## config.mk

```make
export PLATFORM = sky130hd
export DESIGN_NAME = frame_scrambler
export DESIGN_NICKNAME = d
export VERILOG_FILES = /design/src/rtl/frame_scrambler_pkg.sv /design/src/rtl/fs_frame_tracker.sv /design/src/rtl/fs_keygen.sv /design/src/rtl/frame_scrambler.sv
export SDC_FILE = /design/constraint.sdc
export NUM_CORES = 1
export LEC_CHECK = 0
export ABC_AREA = 1
export BUFFER_PORTS_ARGS = -buffer_cell sky130_fd_sc_hd__buf_2
export CAP_MARGIN = 20
export CELL_PAD_IN_SITES_DETAIL_PLACEMENT = 1
export CELL_PAD_IN_SITES_GLOBAL_PLACEMENT = 1
export CORE_ASPECT_RATIO = 0.9
export CORE_MARGIN = 2
export CORE_UTILIZATION = 41
export DETAILED_ROUTE_END_ITERATION = 6
export PLACE_DENSITY_LB_ADDON = 0.12
export SYNTH_ARGS = -nofsm -noshare
export SYNTH_HDL_FRONTEND = slang
export SYNTH_HIERARCHICAL = 1
export SYNTH_SLANG_ARGS = --single-unit
export TNS_END_PERCENT = 100
```

## constraint.sdc

```tcl
create_clock -name clk -period 2.3 [get_ports clk]
set_input_delay 0.46 -clock clk [delete_from_list [all_inputs] [get_ports clk]]
set_output_delay 0.46 -clock clk [all_outputs]
set_load 0.03 [all_outputs]
```

## src/rtl/frame_scrambler_pkg.sv

```systemverilog
package frame_scrambler_pkg;
    localparam int BYTE_W   = 8;
    localparam int GEN_W    = 7;
    localparam int GEN_TAP  = 6;
    localparam logic [GEN_W-1:0] GEN_SEED = '1;
    localparam int ROWS     = 9;
    localparam int TOH_PER_N = 3;
    localparam int COL_PER_N = 90;

    typedef enum logic [1:0] {
        ST_HUNT = 2'd0,
        ST_SKIP = 2'd1,
        ST_MIX  = 2'd2
    } pos_state_e;
endpackage

```

## src/rtl/fs_frame_tracker.sv

```systemverilog
module fs_frame_tracker
    import frame_scrambler_pkg::*;
#(
    parameter int N = 1
) (
    input  logic clk,
    input  logic rst_n,
    input  logic sof,
    output logic key_en,
    output logic locked
);
    localparam int TOH_COLS  = TOH_PER_N * N;
    localparam int ROW_BYTES = COL_PER_N * N;
    localparam int CW = $clog2(ROW_BYTES);
    localparam int RW = $clog2(ROWS);

    pos_state_e    state_q, state_d, cur_st;
    logic [CW-1:0] col_q, col_d, cur_col, nxt_col;
    logic [RW-1:0] row_q, row_d, cur_row, nxt_row;
    logic          last_col;

    always_ff @(posedge clk) begin
        if (!rst_n) begin
            state_q <= ST_HUNT;
            col_q   <= '0;
            row_q   <= '0;
        end else begin
            state_q <= state_d;
            col_q   <= col_d;
            row_q   <= row_d;
        end
    end

    always_comb begin
        cur_st   = sof ? ST_SKIP : state_q;
        cur_col  = sof ? '0 : col_q;
        cur_row  = sof ? '0 : row_q;
        last_col = (cur_col == CW'(ROW_BYTES - 1));
        nxt_col  = last_col ? '0 : cur_col + 1'b1;
        nxt_row  = cur_row;
        if (last_col)
            nxt_row = (cur_row == RW'(ROWS - 1)) ? '0 : cur_row + 1'b1;
        state_d = ST_HUNT;
        col_d   = '0;
        row_d   = '0;
        unique case (cur_st)
            ST_HUNT: begin
                state_d = ST_HUNT;
            end
            ST_SKIP, ST_MIX: begin
                col_d   = nxt_col;
                row_d   = nxt_row;
                state_d = (nxt_row == '0 && nxt_col < CW'(TOH_COLS)) ? ST_SKIP : ST_MIX;
            end
            default: state_d = ST_HUNT;
        endcase
    end

    always_comb begin
        key_en = (cur_st == ST_MIX);
        locked = (cur_st != ST_HUNT);
    end


    sof_restart_chk: assert property (@(posedge clk) disable iff (!rst_n)
        sof |=> (row_q == '0 && col_q == CW'(1) && state_q == ST_SKIP));


    frame_wrap_chk: assert property (@(posedge clk) disable iff (!rst_n)
        (!sof && state_q == ST_MIX && row_q == RW'(ROWS - 1) && col_q == CW'(ROW_BYTES - 1))
        |=> (row_q == '0 && col_q == '0 && state_q == ST_SKIP));


    hunt_hold_chk: assert property (@(posedge clk) disable iff (!rst_n)
        (state_q == ST_HUNT && !sof) |=> (state_q == ST_HUNT));
endmodule

```

## src/rtl/fs_keygen.sv

```systemverilog
module fs_keygen
    import frame_scrambler_pkg::*;
(
    input  logic              clk,
    input  logic              rst_n,
    input  logic              adv,
    output logic [BYTE_W-1:0] key
);
    logic [GEN_W-1:0] state_q, state_d;

    always_comb begin
        logic [GEN_W-1:0] s;
        logic             fb;
        s   = state_q;
        key = '0;
        for (int i = 0; i < BYTE_W; i++) begin
            key[BYTE_W-1-i] = s[GEN_W-1];
            fb = s[GEN_W-1] ^ s[GEN_TAP-1];
            s  = {s[GEN_W-2:0], fb};
        end
        state_d = adv ? s : GEN_SEED;
    end

    always_ff @(posedge clk) begin
        if (!rst_n) state_q <= GEN_SEED;
        else        state_q <= state_d;
    end


    gen_live_chk: assert property (@(posedge clk) disable iff (!rst_n)
        state_q != '0);


    seed_reload_chk: assert property (@(posedge clk) disable iff (!rst_n)
        !adv |=> (key == 8'hFE));
endmodule

```

## src/rtl/frame_scrambler.sv

```systemverilog
module frame_scrambler
    import frame_scrambler_pkg::*;
#(
    parameter int N = 1
) (
    input  logic              clk,
    input  logic              rst_n,
    input  logic              in_sof,
    input  logic [BYTE_W-1:0] in_data,
    output logic              out_sof,
    output logic [BYTE_W-1:0] out_data
);
    logic              key_en;
    logic              locked;
    logic [BYTE_W-1:0] key;
    logic              warm_q;

    fs_frame_tracker #(.N(N)) u_track (
        .clk    (clk),
        .rst_n  (rst_n),
        .sof    (in_sof),
        .key_en (key_en),
        .locked (locked)
    );

    fs_keygen u_gen (
        .clk   (clk),
        .rst_n (rst_n),
        .adv   (key_en),
        .key   (key)
    );

    always_ff @(posedge clk) begin
        if (!rst_n) begin
            out_sof  <= 1'b0;
            out_data <= '0;
            warm_q   <= 1'b0;
        end else begin
            out_sof  <= in_sof;
            out_data <= key_en ? (in_data ^ key) : in_data;
            warm_q   <= 1'b1;
        end
    end


    sof_delay_chk: assert property (@(posedge clk) disable iff (!rst_n)
        warm_q |-> (out_sof == $past(in_sof)));


    bypass_clean_chk: assert property (@(posedge clk) disable iff (!rst_n)
        (warm_q && !$past(key_en)) |-> (out_data == $past(in_data)));


    unlocked_pass_chk: assert property (@(posedge clk) disable iff (!rst_n)
        (warm_q && !$past(locked)) |-> (out_data == $past(in_data)));
endmodule

```

==> flow_metrics.env, run 1 <==
export IMPL_status="completed"
export IMPL_dr_first_iter_drc_count=61
export IMPL_routed_top_layer="met4"
export IMPL_layout_setup_ws_ps=356.0
export IMPL_cp_slowest_cell="ha_1"
export IMPL_clk_pin_slew_worst_paths_ps=70
export IMPL_postSynthAreaPerCell_um2=6.931
export IMPL_wl_met3_um=122
export IMPL_route_detailed_drc=0
export IMPL_grt_use_total_pct=20.48
export IMPL_slew_headroom_pct=61.35
export IMPL_holdBufCountCts=0
export IMPL_place_area_um2=1787
export IMPL_p_leak_nw=0.9893
export IMPL_syn_inst=243
export IMPL_startpoint="in_sof"
export IMPL_worst_slew_pin_slew_ps=578.3
export IMPL_rsz0062_at_grt="false"
export IMPL_clock_root_buffer="clkbuf_8"
export IMPL_syn_nets=260
export IMPL_crit_arrival_ps=2080
export IMPL_setup_tns_ps=0
export IMPL_wl_met1_um=2237
export IMPL_ir_drop_mv=0.2408
export IMPL_post_cts_resized=0
export IMPL_dp_cells=308
export IMPL_routabilityCongestion=0.7506
export IMPL_crit_required_ps=2440
export IMPL_max_cap_violations=0
export IMPL_fin_crit_ps=1944
export IMPL_nFillCells=559
export IMPL_antenna_found_initial=0
export IMPL_setup_worst_path_end_class="flop"
export IMPL_drtPass1Iterations=4
export IMPL_grt_pass1_wl_um=7231
export IMPL_drt_vias_per_instance=4.934
export IMPL_dr_wl_met2_um=1779
export IMPL_hold_viol_final=0
export IMPL_r2r_cells=14
export IMPL_fmax_mhz=514.4
export IMPL_drtAntennaViolNets=0
export IMPL_layout_drive_gt1_share_pct=21.27
export IMPL_wl_per_cell_um=13.31
export IMPL_fp_dieH_um=64.80
export IMPL_timing_hold_ws_ps=417.0
export IMPL_final_setup_viol_count=0
export IMPL_path_cells="buf_2 -> inv_2 -> nand2_1 -> inv_1 -> ha_1 -> inv_1 -> nor2_1 -> nand2_1 -> nor2_4 -> nand2_1 -> nand2_1 -> nand2_1 -> nor2_1 -> nand2_1 -> nor2_1 -> nor2_1"
export IMPL_cts_tree="done"
export IMPL_htree_levels=2
export IMPL_max_stage_delay_ps=260
export IMPL_fp_coreArea_um2=4019
export IMPL_yosysWarnings=6
export IMPL_synthesis_area_um2=1684
export IMPL_vias=1559
export IMPL_n_antenna_cell=0
export IMPL_syn_to_final_growth_pct=12.11
export IMPL_fin_util_pct=46.98
export IMPL_setup_worst_path_end="u_track/state_q[1]"
export IMPL_hpwl_um=3265
export IMPL_clock_path_buffers=2
export IMPL_pin_count=20
export IMPL_powerDensity_nw_per_um2=577.3
export IMPL_fin_nets=284
export IMPL_hold_path_startpoint="in_sof"
export IMPL_rows=22
export IMPL_rrSetupSlack_ps=510
export IMPL_path_max_fanout=8
export IMPL_grt_pass1_vias=1516
export IMPL_routed_wl_um=4206
export IMPL_reg2reg_to="u_track/state_q[1]"
export IMPL_die_area_um2=4637
export IMPL_reg2reg_from="u_track/col_q[0]"
export IMPL_clock_skew_ps=10.82
export IMPL_finalNonFillerCells=316
export IMPL_grt_start_max_net_pins=14
export IMPL_path_class="in -> reg"
export IMPL_cts_buffers=5
export IMPL_p_total_mw=1.090
export IMPL_gr_total_overflow=0
export IMPL_crit_top_cell="nand2_1"
export IMPL_clock_sinks=29
export IMPL_start_kind="input port"
export IMPL_fp_dieW_um=71.56
export IMPL_cts_setup_buffers=0
export IMPL_slew_violations=0
export IMPL_initial_core_util_pct=41.91
export IMPL_clk_latency_ps=280
export IMPL_pre_cts_slack_ps=87.94
export IMPL_portBuffers=19
export IMPL_hold_class="in -> reg"
export IMPL_period_share_pct=84.52
export IMPL_fin_area_um2=1888
==> state kept, by name, indices dropped and copies added (netlist names) <==
name / count
u_gen/state_q: 7
out_sof: 1
u_track/col_q: 7
u_track/state_q: 2
out_data: 8
u_track/row_q: 4
==> worst min path at each step <==
stage | endpoint | cells after the start
final | out_sof | 3
after global routing | out_data[5] | 3
after CTS | out_sof | 3
after detailed placement | u_gen/state_q[3] | 2
after global placement | u_gen/state_q[2] | 1
after floorplan | u_gen/state_q[2] | 1
==> worst max-delay path, delay by kind of cell <==
family                   cells  cell delay, ps
AND/OR/NAND/NOR             11             910
buffers and inverters        4             440
adder cells (fa/ha/maj)      1             260
==> where the power goes <==
group | internal, mW | switching (mW) | total, mW
Sequential | 0.517 | 0.00495 | 0.521
Clock | 0.270 | 0.197 | 0.467
Combinational | 0.0335 | 0.0678 | 0.101
==> routing by layer <==
layer,up-vias,track usage [%]
met3,7,3.733
met4,0,8.726
met2,24,29.98
met1,721,29.28
met5,-,0
li1,807,-
==> layout by cell type, fill, tap and decap left out, types with 2 or more instances in the layout <==
cell,count
nand2_1,66
nor2_1,43
dfxtp_1,29
inv_1,24
buf_2,19
nand3_1,17
a21oi_1,11
nand3_2,7
clkbuf_8,7
ha_1,6
inv_2,5
nand2_2,5
o21ai_0,5
buf_4,4
o21ai_1,3
a21oi_2,2
clkinv_2,2
nor2_4,2
nand4_1,2
==> final cells by class <==
cell class / instances / area (um^2) / share of cell area (%)
clock buffers: 7 / 96.34 / 5.103
clock inverters: 1 / 5.005 / 0.2651
inverters: 31 / 117.6 / 6.229
multi-input cells: 177 / 903.4 / 47.85
flip-flops and latches: 29 / 580.6 / 30.75
well taps: 48 / 60.06 / 3.181
repair buffers: 23 / 125.1 / 6.627
Power figures use the tool's default switching activity.
==> inputs of run 2 (changes only) <==
- CORE_UTILIZATION: 41 -> 37
- clock period: 2.3 -> 1.72 ns (I/O delays scaled with it)
==> flow_metrics.env, run 2 (synthesized netlist as in run 1, its figures left out) <==
export IMPL_status="completed"
export IMPL_final_cell_mix="nand2_1 (61), nor2_1 (38), dfxtp_1 (26), buf_4 (26), inv_1 (22)"
export IMPL_seqPwrFrac_pct=49.0
export IMPL_hold_class="in -> reg"
export IMPL_syn_to_final_growth_pct=28.38
export IMPL_cts_tree="done"
export IMPL_ir_drop_mv=0.3860
export IMPL_path_max_fanout=4
export IMPL_p_leak_nw=1.101
export IMPL_cp_depth=13
export IMPL_drtPass1Iterations=4
export IMPL_htree_levels=2
export IMPL_route_detailed_drc=0
export IMPL_rrSetupSlack_ps=90
export IMPL_drt_vias_per_instance=4.592
export IMPL_cp_slowest_cell="dfxtp_4"
export IMPL_intPower_mw=1.041
export IMPL_die_area_um2=5108
export IMPL_nFillCells=599
export IMPL_powerDensity_nw_per_um2=661.8
export IMPL_vias=1621
export IMPL_clk_pin_slew_worst_paths_ps=70
export IMPL_setup_worst_path_end="u_track/state_q[0]"
export IMPL_switching_share_pct=27.23
export IMPL_largest_reg_flops=8
export IMPL_dr_first_iter_drc_count=59
export IMPL_clock_path_buffers=2
export IMPL_fp_coreArea_um2=4403
export IMPL_path_class="reg -> reg"
export IMPL_dp_cells=344
export IMPL_grt_pass1_vias=1508
export IMPL_r2r_cells=13
export IMPL_pre_cts_slack_ps=-158.8
export IMPL_final_common_cell="nand2_1"
export IMPL_fin_nets=307
export IMPL_hold_viol_final=0
export IMPL_routabilityCongestion=0.8262
export IMPL_rsz0062_at_grt="true"
export IMPL_wl_per_cell_um=12.99
export IMPL_critical_path_top_delay_family="simple AND/OR/NAND/NOR gates"
export IMPL_p_sw_mw=0.3896
export IMPL_layout_drive_gt1_share_pct=33.33
export IMPL_path_cells="nand2_8 -> inv_6 -> ha_4 -> inv_4 -> nor2_4 -> nand2_2 -> nor2_4 -> o211ai_1 -> nand2_1 -> nand2_1 -> nor2_2 -> nand2_1 -> nor2_2"
export IMPL_final_setup_viol_count=0
export IMPL_startpoint="u_track/col_q[0]"
export IMPL_setup_worst_path_end_class="flop"
export IMPL_max_cap_violations=0
export IMPL_worst_slew_pin_slew_ps=274.7
export IMPL_grt_pass1_wl_um=7348
export IMPL_reg2reg_to="u_track/state_q[0]"
export IMPL_initial_core_util_pct=38.25
export IMPL_drtAntennaViolNets=0
export IMPL_p_total_mw=1.431
export IMPL_rows=23
export IMPL_fp_dieH_um=68.01
export IMPL_hpwl_um=3559
export IMPL_crit_arrival_ps=1860
export IMPL_cts_buffers=5
export IMPL_fp_dieW_um=75.12
export IMPL_pin_count=20
export IMPL_comb_power_share_pct=12.0
export IMPL_max_stage_delay_ps=380
export IMPL_slew_headroom_pct=81.66
export IMPL_clk_latency_ps=290
export IMPL_clock_skew_ps=9.534
export IMPL_fmax_mhz=611.8
export IMPL_clock_root_buffer="clkbuf_8"
export IMPL_start_kind="flop"
export IMPL_clkPwrFrac_pct=39.0
export IMPL_top_regs="out_data (8), u_gen/state_q (7), u_track/col_q (7)"
export IMPL_period_share_pct=95.03
export IMPL_grt_use_total_pct=19.60
export IMPL_clock_sinks=29
export IMPL_holdBufCountCts=0
export IMPL_layout_setup_ws_ps=85.53
export IMPL_finalNonFillerCells=353
export IMPL_grt_start_max_net_pins=15
export IMPL_routed_wl_um=4585
export IMPL_n_antenna_cell=0
export IMPL_slew_violations=0
export IMPL_path_buf_inv=2
export IMPL_gr_total_overflow=0
export IMPL_crit_required_ps=1950
export IMPL_fin_crit_ps=1634
export IMPL_crit_top_cell="nand2_1"
export IMPL_portBuffers=19
export IMPL_timing_hold_ws_ps=293.7
export IMPL_antenna_found_initial=0
export IMPL_largest_register="out_data"
export IMPL_reg2reg_from="u_track/col_q[0]"
-- run 2: cell types whose count changed in the layout (fill, tap and decap cells not counted), moves of 3 or more --
cell,previous run,this run
nand2_2,5,9
nor2_2,1,5
nor2_1,43,38
dfxtp_1,29,26
buf_4,4,26
nand2_1,66,61
-- run 2: worst reg2reg max path: cells and delay by family, from the launching register on --
family	cells	cell delay [ps]
and+or+nand+nor	9	810
DFF	1	380
adders and majority gates	1	170
AOI/OAI and AO/OA	1	110
buffers and inverters	2	100
-- run 2: layout make-up --
class	instances	area [um^2]	share of cell area (%)
inverters	31	137.6	6.366
clock inverters	2	10.01	0.4630
repair buffers	46	310.3	14.35
clock buffers	6	72.57	3.356
flip-flops and latches	29	586.8	27.14
multi-input cells	177	967.2	44.73
well taps	62	77.57	3.588
-- run 2: worst min-delay path by stage --
stage          depth (start not counted)        startpoint  slack [ps]               end
2_1_floorplan                          2            in_sof         440           out_sof
3_3_place_gp                           1  u_gen/state_q[0]         520  u_gen/state_q[2]
3_5_place_dp                           1  u_gen/state_q[0]         530  u_gen/state_q[2]
4_1_cts                                3        in_data[0]         290       out_data[0]
5_1_grt                                3        in_data[0]         300       out_data[0]
6_report                               3        in_data[0]         290       out_data[0]
-- run 2: power by group through the flow --
stage               clock [mW]  sequential [mW]  combinational (mW)
floorplan                    0            0.738              0.0853
global placement             0            0.715               0.165
detailed placement           0            0.716               0.166
CTS                      0.572            0.701               0.168
global route             0.598            0.702               0.190
finish                   0.558            0.700               0.172
-- run 2: stage by stage --
step	TNS, ps	instance area, um^2	utilization [%]
final	0	2162	49.10
after global routing	-34.17	2162	49.10
after CTS	0	2112	47.97
after detailed placement	-384.9	2028	46.06
after global placement	-353.1	2028	46.06
after floorplan	-51.23	1734	-
-- run 2: repair_timing --
item | CTS | global route
setup endpoints to repair | 2 | 2
pin swaps | 0 | 9
gates resized for setup | 1 | 16
setup buffers | 0 | 1
-- run 2: metal layers --
metal  GRT usage (%)  wire length (um)  share of wire (%)
met5               0                 0                  0
met4           6.027                55                1.2
met3           4.860               105                2.3
met2           28.40              2003                 44
met1           28.33              2421                 53
